## config.mk

```make
export PLATFORM = sky130hd
export DESIGN_NAME = fmx_xlat
export DESIGN_NICKNAME = d
export VERILOG_FILES = /design/src/rtl/fmx_pkg.sv /design/src/rtl/fmx_seg_decode.sv /design/src/rtl/fmx_map.sv /design/src/rtl/fmx_out_stage.sv /design/src/rtl/fmx_xlat.sv
export SDC_FILE = /design/constraint.sdc
export NUM_CORES = 1
export LEC_CHECK = 0
export BUFFER_PORTS_ARGS = -buffer_cell sky130_fd_sc_hd__buf_4
export CELL_PAD_IN_SITES_DETAIL_PLACEMENT = 1
export CELL_PAD_IN_SITES_GLOBAL_PLACEMENT = 2
export CORE_MARGIN = 2
export CORE_UTILIZATION = 25
export DETAILED_ROUTE_END_ITERATION = 6
export HOLD_SLACK_MARGIN = 0.06
export PLACE_DENSITY = 0.78
export SKIP_LAST_GASP = 1
export SYNTH_ARGS = -nofsm -noshare
export SYNTH_HDL_FRONTEND = slang
export SYNTH_HIERARCHICAL = 1
export SYNTH_SLANG_ARGS = --single-unit
```

## constraint.sdc

```tcl
create_clock -name clk -period 1.25 [get_ports clk]
set_clock_uncertainty 0.15 [all_clocks]
set_input_delay 0.1875 -clock clk [delete_from_list [all_inputs] [get_ports clk]]
set_output_delay 0.1875 -clock clk [all_outputs]
set_load 0.02 [all_outputs]
```

## src/rtl/fmx_pkg.sv

```systemverilog
package fmx_pkg;
   localparam int FMX_AW = 32;

   typedef enum logic [2:0] {
      SEG_USER = 3'd0,
      SEG_KC   = 3'd1,
      SEG_KU   = 3'd2,
      SEG_KML  = 3'd3,
      SEG_KMH  = 3'd4
   } seg_e;

   typedef struct packed {
      logic cached;
      logic fault;
   } attr_t;
endpackage

```

## src/rtl/fmx_seg_decode.sv

```systemverilog
module fmx_seg_decode
   import fmx_pkg::*;
#(
   parameter int ADDR_W = 32
) (
   input  logic [ADDR_W-1:0] vaddr,
   output seg_e              seg
);
   localparam int TOP = ADDR_W - 1;

   if (ADDR_W != FMX_AW) begin : g_bad_width
      $error("fmx_seg_decode: ADDR_W must be 32");
   end

   always_comb begin
      seg = SEG_USER;
      unique casez (vaddr[TOP -: 3])
         3'b0??: seg = SEG_USER;
         3'b100: seg = SEG_KC;
         3'b101: seg = SEG_KU;
         3'b110: seg = SEG_KML;
         3'b111: seg = SEG_KMH;
         default: seg = SEG_USER;
      endcase
   end
endmodule

```

## src/rtl/fmx_map.sv

```systemverilog
module fmx_map
   import fmx_pkg::*;
#(
   parameter int              ADDR_W      = 32,
   parameter logic [31:0]     USER_OFFSET = 32'h4000_0000
) (
   input  seg_e              seg,
   input  logic [ADDR_W-1:0] vaddr,
   input  logic              kernel,
   input  logic              erl,
   output logic [ADDR_W-1:0] paddr,
   output attr_t             attr
);
   localparam int TOP    = ADDR_W - 1;
   localparam int FOLD_W = ADDR_W - 3;

   if (ADDR_W != FMX_AW) begin : g_bad_width
      $error("fmx_map: ADDR_W must be 32");
   end
   if (USER_OFFSET[28:0] != '0) begin : g_bad_offset
      $error("fmx_map: USER_OFFSET must be 512 MB aligned");
   end

   logic [ADDR_W-1:0] folded;
   logic [ADDR_W-1:0] shifted;

   assign folded  = {3'b000, vaddr[FOLD_W-1:0]};
   assign shifted = vaddr + USER_OFFSET;

   always_comb begin
      paddr       = vaddr;
      attr.cached = 1'b1;
      attr.fault  = !kernel && vaddr[TOP];
      case (seg)
         SEG_USER: begin
            if (erl) begin
               paddr       = vaddr;
               attr.cached = 1'b0;
            end else begin
               paddr       = shifted;
               attr.cached = 1'b1;
            end
         end
         SEG_KC: begin
            paddr       = folded;
            attr.cached = 1'b1;
         end
         SEG_KU: begin
            paddr       = folded;
            attr.cached = 1'b0;
         end
         SEG_KML, SEG_KMH: begin
            paddr       = vaddr;
            attr.cached = 1'b1;
         end
         default: begin
            paddr       = vaddr;
            attr.cached = 1'b1;
         end
      endcase
   end
endmodule

```

## src/rtl/fmx_out_stage.sv

```systemverilog
module fmx_out_stage
   import fmx_pkg::*;
#(
   parameter int ADDR_W     = 32,
   parameter bit RESET_DATA = 1'b1
) (
   input  logic              clk,
   input  logic              rst_n,
   input  logic              d_valid,
   input  logic [ADDR_W-1:0] d_paddr,
   input  attr_t             d_attr,
   output logic              q_valid,
   output logic [ADDR_W-1:0] q_paddr,
   output attr_t             q_attr
);
   always_ff @(posedge clk) begin
      if (!rst_n) q_valid <= 1'b0;
      else        q_valid <= d_valid;
   end

   if (RESET_DATA) begin : g_rst_data
      always_ff @(posedge clk) begin
         if (!rst_n) begin
            q_paddr <= '0;
            q_attr  <= '0;
         end else if (d_valid) begin
            q_paddr <= d_paddr;
            q_attr  <= d_attr;
         end
      end
   end else begin : g_free_data
      always_ff @(posedge clk) begin
         if (d_valid) begin
            q_paddr <= d_paddr;
            q_attr  <= d_attr;
         end
      end
   end
endmodule

```

## src/rtl/fmx_xlat.sv

```systemverilog
module fmx_xlat
   import fmx_pkg::*;
#(
   parameter int          ADDR_W      = 32,
   parameter logic [31:0] USER_OFFSET = 32'h4000_0000,
   parameter bit          RESET_DATA  = 1'b1
) (
   input  logic              clk,
   input  logic              rst_n,
   input  logic              in_valid,
   input  logic [ADDR_W-1:0] in_vaddr,
   input  logic              in_kernel,
   input  logic              in_erl,
   output logic              out_valid,
   output logic [ADDR_W-1:0] out_paddr,
   output logic              out_cached,
   output logic              out_fault
);
   seg_e              seg;
   logic [ADDR_W-1:0] map_paddr;
   attr_t             map_attr;
   attr_t             reg_attr;

   fmx_seg_decode #(.ADDR_W(ADDR_W)) u_dec (
      .vaddr (in_vaddr),
      .seg   (seg)
   );

   fmx_map #(.ADDR_W(ADDR_W), .USER_OFFSET(USER_OFFSET)) u_map (
      .seg    (seg),
      .vaddr  (in_vaddr),
      .kernel (in_kernel),
      .erl    (in_erl),
      .paddr  (map_paddr),
      .attr   (map_attr)
   );

   fmx_out_stage #(.ADDR_W(ADDR_W), .RESET_DATA(RESET_DATA)) u_out (
      .clk     (clk),
      .rst_n   (rst_n),
      .d_valid (in_valid),
      .d_paddr (map_paddr),
      .d_attr  (map_attr),
      .q_valid (out_valid),
      .q_paddr (out_paddr),
      .q_attr  (reg_attr)
   );

   assign out_cached = reg_attr.cached;
   assign out_fault  = reg_attr.fault;
endmodule

```

==> impl_metrics.py, run 1 <==
metrics = {
    "final_layout": {
        "area_growth_pct": 46.57,
        "nets": 273,
        "diodes": 0,
        "layout-drive-gt1-share": 0.3797,
        "instances_no_fill": 317,
        "nFillCells": 744,
    },
    "cts": {
        "cts_sinks": 35,
        "cts_inserted_buffers": 5,
        "insertion_delay_ns": 0.27,
        "cts_tree": "done",
        "htree_levels": 2,
        "post-cts-setup-buffers": 0,
        "clock_path_buffers": 2,
        "path_clk_slew_ns": 0.07,
        "cts_root_buffer": "clkbuf_8",
    },
    "synth": {
        "ys_seq_elements": 35,
        "syn_inst": 159,
        "synth-compound-area-share": 0.02804,
        "synth.area.top_cells": "dfxtp_1 41%, mux2i_1 21%, buf_4 13%",
        "yosysTopAreaCell": "dfxtp_1",
        "syn_area_sq_um": 1695,
        "synth-xor-area-share": 0.01033,
        "yosys.area_share.simple": 0.1601,
        "muxShareOfSynthArea": 0.2066,
        "synth_cell_type_count": 21,
        "synth_top_family_by_area": "multiplexers",
        "ys_warn_count": 6,
        "synthAdderAreaFrac": 0,
        "ys_seq_area_frac": 0.4133,
        "synth_top_area_frac": 0.4133,
        "avgSynthCellArea_sq_um": 10.66,
        "synthesis.nets": 196,
    },
    "floorplanning": {
        "die_area_sq_um": 7456,
        "fp-row-count": 30,
        "core-area_sq_um": 6681,
        "start_util": 0.2537,
        "ios": 72,
        "die_w_um": 86.35,
        "dieHeight_um": 86.35,
    },
    "placement": {
        "portBuffers": 71,
        "dpl.cell_count": 280,
        "gp_congestion": 0.7625,
        "hpwlAfterDp_mm": 2.409,
    },
    "critical_path": {
        "cp-start-kind": "primary input",
        "worstSetupEndpointType": "flip-flop",
        "reg2reg_depth": 2,
        "required_ns": 1.27,
        "rr_startpoint": "u_out/q_paddr[28]$_SDFFE_PN0P_",
        "crit_fanout": 5,
        "r2r_end": "u_out/q_paddr[28]$_SDFFE_PN0P_",
        "arrival_ns": 1.19,
        "r2r_slack_ns": 0.48,
        "crit_type": "primary input to flip-flop",
    },
    "run_status": {
        "outcome": "finished clean",
    },
    "global_routing": {
        "grt_pass1_vias": 1305,
        "grt_first_pass_wirelength_mm": 6.106,
        "track_usage": 0.1036,
        "grt_max_degree": 36,
        "antenna_found_initial": 0,
        "overflow": 0,
    },
    "sta": {
        "period_minus_slack_ns": 1.175,
        "slew_headroom": 0.7962,
        "rsz0062_at_grt": "yes",
        "max_freq_ghz": 0.8511,
        "setup_viol": 0,
        "finalSetupTns_ns": 0,
        "worst_pin_slew_ns": 0.3058,
        "hold_viol": 0,
        "finalCritPeriodShare": 0.9399,
        "drv_slew": 0,
    },
    "detailed_routing": {
        "drt-initial-drc-count": 14,
        "viasPerCell": 3.997,
        "route.vias.total": 1267,
        "routedWlPerCell_um": 11.81,
        "dr.pass1.iters": 3,
        "antenna_left": 0,
        "drcViolationCount": 0,
        "drt_wl_total_mm": 3.743,
    },
    "hold_path": {
        "holdPathStages": 4,
        "min_to": "u_out/q_attr[0]$_SDFFE_PN0P_",
        "min_path_type": "primary input to flip-flop",
        "min_from": "in_kernel",
    },
    "pwr": {
        "p_per_area_nw_per_um2": 1041,
        "ir_drop_mv": 0.4333,
        "cellLeakagePower_nw": 1.167,
    },
    "run": {
        "drv_cap": 0,
    },
}
registers in the layout (all words and copies together), names as in the netlist:
signal         flops
u_out/q_valid      1
u_out/q_attr       2
u_out/q_paddr     32
report_power, final:
group | internal [mW] | total (mW) | switching (mW) | leakage (nW)
clock | 0.389 | 0.783 | 0.394 | 0.0412
sequential | 1.18 | 1.22 | 0.0339 | 0.289
combinational | 0.337 | 0.588 | 0.252 | 0.837
what timing repair did:
item,4_1_cts,5_1_grt
hold endpoints to repair,29,0
hold buffers,29,0
setup endpoints to repair,0,1
resized for setup,0,1
per-stage QoR:
step                cell area, sq um    util  hold slack, ns  setup WS [ns]  total power, mW
finish                          2485  0.3719          0.1055        0.07506            2.588
global route                    2485  0.3719          0.1105      -0.002864            2.766
CTS                             2477  0.3708         0.07248        0.08641            2.657
detailed placement              2102  0.3146          0.3022        -0.2154            1.760
global placement                2102  0.3146          0.2930        -0.1796            1.751
floorplan                       1699       -          0.1657       0.004142            1.590
cell usage after synthesis, drive strengths merged:
cell	count
dfxtp	35
mux2i	35
nor2b	35
buf	33
clkbuf	3
nor2	3
a21oi	2
and2	2
inv	2
o32ai	2
and2b	1
and3	1
nor3	1
o21a	1
o21ai	1
xnor2	1
xor2	1
critical path: stages:
cell	delay (ns)
buf_4	0.12
xor2_1	0.15
and2_1	0.23
xnor2_1	0.15
o21a_1	0.17
mux2i_1	0.13
nor2b_1	0.06
layout make-up:
cell class / count / area, sq um / share of cell area
Sequential cell: 35 / 700.7 / 0.2820
Clock buffer: 6 / 72.57 / 0.02920
Tap cell: 80 / 100.1 / 0.04028
Inverter: 2 / 7.507 / 0.003021
Clock inverter: 2 / 12.51 / 0.005035
Timing Repair Buffer: 106 / 893.4 / 0.3595
Multi-Input combinational cell: 86 / 698.2 / 0.2810
worst max path at each step:
stage	startpoint	to	slack (ns)	cells past startpoint
global placement	in_vaddr[29]	u_out/q_paddr[29]$_SDFFE_PN0P_	-0.18	7
floorplan	in_vaddr[29]	u_out/q_paddr[29]$_SDFFE_PN0P_	0.004	6
CTS	in_vaddr[30]	u_out/q_paddr[30]$_SDFFE_PN0P_	0.09	7
detailed placement	in_vaddr[30]	u_out/q_paddr[30]$_SDFFE_PN0P_	-0.22	7
global route	in_vaddr[29]	u_out/q_paddr[29]$_SDFFE_PN0P_	-0.003	7
finish	in_vaddr[29]	u_out/q_paddr[29]$_SDFFE_PN0P_	0.08	7
cells in the final DEF, fill, tap and decap left out:
master,n
a21oi_1,1
a21oi_2,1
and2_1,2
and2b_2,1
and3_2,1
buf_12,2
buf_4,75
clkbuf_1,1
clkbuf_8,5
clkinv_2,1
clkinvlp_4,1
dfxtp_1,35
dlygate4sd3_1,29
inv_1,2
mux2i_1,35
nor2_1,3
nor2b_1,34
nor2b_4,1
nor3_1,1
o21a_1,1
o21ai_0,1
o32ai_2,2
xnor2_1,1
xor2_1,1
per-layer routing:
| metal | track usage | vias up | part of all wire |
|---|---|---|---|
| met5 | 0 | - | 0 |
| met4 | 0.03409 | 0 | 0.0085 |
| met3 | 0.03619 | 5 | 0.060 |
| met2 | 0.1762 | 41 | 0.51 |
| met1 | 0.1215 | 579 | 0.42 |
| li1 | - | 642 | - |
kinds of logic (layout without fill, tap and decap cells):
kind of cell	count (synthesis)	count (layout)
AND/OR/NAND/NOR	43	43
multiplexers	35	35
XOR/XNOR	2	2
buffers and inverters	38	116
flip-flops	35	35
AO/OA/AOI/OAI	6	6
Note: power is estimated with default switching activity, not from simulation.
==> run 2, diff against run 1 <==
Settings changed: CORE_UTILIZATION 25 to 27, PLACE_DENSITY 0.78 to 0.8.
Clock period 1.25 ns to 1.1 ns, I/O delays scaled along.
==> run 2 against run 1 <==
Worst setup slack got worse by 0.049 ns. Die area decreased by 7.1%. Cell area increased by 7.1%. Combinational power increased by 23%. Critical path depth decreased by 6. Sequential share of layout area decreased by 0.41 points. Utilization increased by 7.2 points. Critical path type is now flip-flop to output port. Largest power group unchanged.
==> impl_metrics.py, run 2 (same netlist as run 1, synthesis figures left out) <==
metrics = {
    "run_status": {
        "outcome": "finished clean",
    },
    "floorplanning": {
        "core-area_sq_um": 5991,
        "die_w_um": 83.24,
        "fp-row-count": 28,
        "ios": 72,
        "dieHeight_um": 83.24,
        "die_area_sq_um": 6929,
        "start_util": 0.2830,
    },
    "final_layout": {
        "largest_register_ffs": 32,
        "final_util": 0.4442,
        "top_regs": "u_out/q_paddr x32, u_out/q_attr x2, u_out/q_valid x1",
        "top_register": "u_out/q_paddr",
        "final_common_cell": "buf_4",
        "nFillCells": 641,
        "diodes": 0,
        "fin_area_sq_um": 2661,
        "layout-drive-gt1-share": 0.5292,
        "area_growth_pct": 56.97,
        "final_cell_mix": "59 x buf_4, 34 x mux2i_1, 34 x nor2b_1",
        "multiInputGateArea_sq_um": 726.9,
        "nets": 276,
        "seqCellArea_sq_um": 739.5,
    },
    "global_routing": {
        "track_usage": 0.1192,
        "grt_pass1_vias": 1341,
        "overflow": 0,
        "grt_first_pass_wirelength_mm": 6.575,
        "grt_max_degree": 36,
        "antenna_found_initial": 0,
    },
    "cts": {
        "cts_sinks": 35,
        "cts_root_buffer": "clkbuf_8",
        "cts_tree": "done",
        "cts_inserted_buffers": 5,
        "htree_levels": 2,
        "path_clk_slew_ns": 0.07,
        "clock_path_buffers": 2,
        "insertion_delay_ns": 0.28,
    },
    "sta": {
        "slew_headroom": 0.8121,
        "worst_pin_slew_ns": 0.2818,
        "finalCritPeriodShare": 0.9764,
        "setup_viol": 0,
        "finalSetupTns_ns": 0,
        "rsz0062_at_grt": "yes",
        "period_minus_slack_ns": 1.074,
        "drv_slew": 0,
        "hold_viol": 0,
        "worst_slack_ns": 0.02593,
        "max_freq_ghz": 0.9310,
    },
    "critical_path": {
        "crit_type": "flip-flop to output port",
        "required_ns": 0.78,
        "critPathTopFamily": "flip-flops",
        "worstSetupEndpointType": "output port",
        "crit_fanout": 2,
        "arrival_ns": 0.76,
        "crit_buf_inv": 1,
        "crit_slowest_cell": "dfxtp_1",
        "cp_cell_sequence": "buf_6",
        "cp_slowest_stage_delay_ns": 0.35,
        "cp-start-kind": "flip-flop",
    },
    "pwr": {
        "ir_drop_mv": 0.4903,
        "power.total_mw": 3.154,
        "cellLeakagePower_nw": 1.230,
        "p_per_area_nw_per_um2": 1185,
    },
    "placement": {
        "gp_congestion": 0.7302,
        "hpwlAfterDp_mm": 2.573,
        "place_area_sq_um": 2107,
        "place_ws_ns": -0.2755,
        "portBuffers": 71,
    },
    "detailed_routing": {
        "drcViolationCount": 0,
        "routedWlPerCell_um": 13.02,
        "dr.pass1.iters": 3,
        "drt-initial-drc-count": 17,
        "viasPerCell": 4.159,
        "antenna_left": 0,
        "route.vias.total": 1310,
        "drt_wl_total_mm": 4.102,
    },
    "hold_path": {
        "min_path_type": "primary input to flip-flop",
    },
    "run": {
        "drv_cap": 0,
    },
}
## run 2: cell types whose count changed in the layout (fill, tap and decap cells not counted), sizes merged
cell         change
buf              +2
dlygate4sd3      +1
clkinv           -1
clkbuf           +2
clkinvlp         -1
## run 2: final cells by class
cell class	instances	share of cell area
sequential	35	0.2779
inverter	2	0.002821
timing repair buffer	109	0.3733
tap	75	0.03526
multi-input combinational	86	0.2732
clock buffer	8	0.03761
## run 2: what timing repair did
action / CTS / global route
buffers inserted: 0 / 2
hold endpoints to repair: 30 / 0
cloned: 0 / 0
setup endpoints to repair: 4 / 36
pin swaps: 0 / 4
gates resized for setup: 4 / 52
hold buffers: 30 / 0
## run 2: power breakdown
group	total, mW	leakage [nW]	internal [mW]	switching, mW
Sequential	1.40	0.300	1.36	0.0441
Combinational	0.726	0.879	0.424	0.301
Clock	1.03	0.0515	0.572	0.456
Total	3.15	1.23	2.35	0.801
## run 2: layer usage
metal | GRT usage | routed length [um] | up-vias
li1 | - | - | 650
met1 | 0.1273 | 1622 | 613
met2 | 0.2126 | 2159 | 43
met3 | 0.04970 | 275 | 4
met4 | 0.03726 | 44 | 0
met5 | 0 | 0 | -
## run 2: final timing paths
path	start	end	slack, ns	cells after the start
setup / recovery	u_out/q_paddr[2]$_SDFFE_PN0P_	out_paddr[2]	0.03	1
hold / removal	in_valid	u_out/q_attr[1]$_SDFFE_PN0P_	0.07	3
setup reg to reg	u_out/q_paddr[9]$_SDFFE_PN0P_	u_out/q_paddr[9]$_SDFFE_PN0P_	0.15	3
hold reg to reg	u_out/q_paddr[7]$_SDFFE_PN0P_	u_out/q_paddr[7]$_SDFFE_PN0P_	0.36	2
## run 2: per-stage QoR
step	cells	hold WS, ns
2_1_floorplan	159	0.1432
3_3_place_gp	275	0.2700
3_5_place_dp	275	0.2837
4_1_cts	313	0.06530
5_1_grt	315	0.06922
6_report	315	0.06754
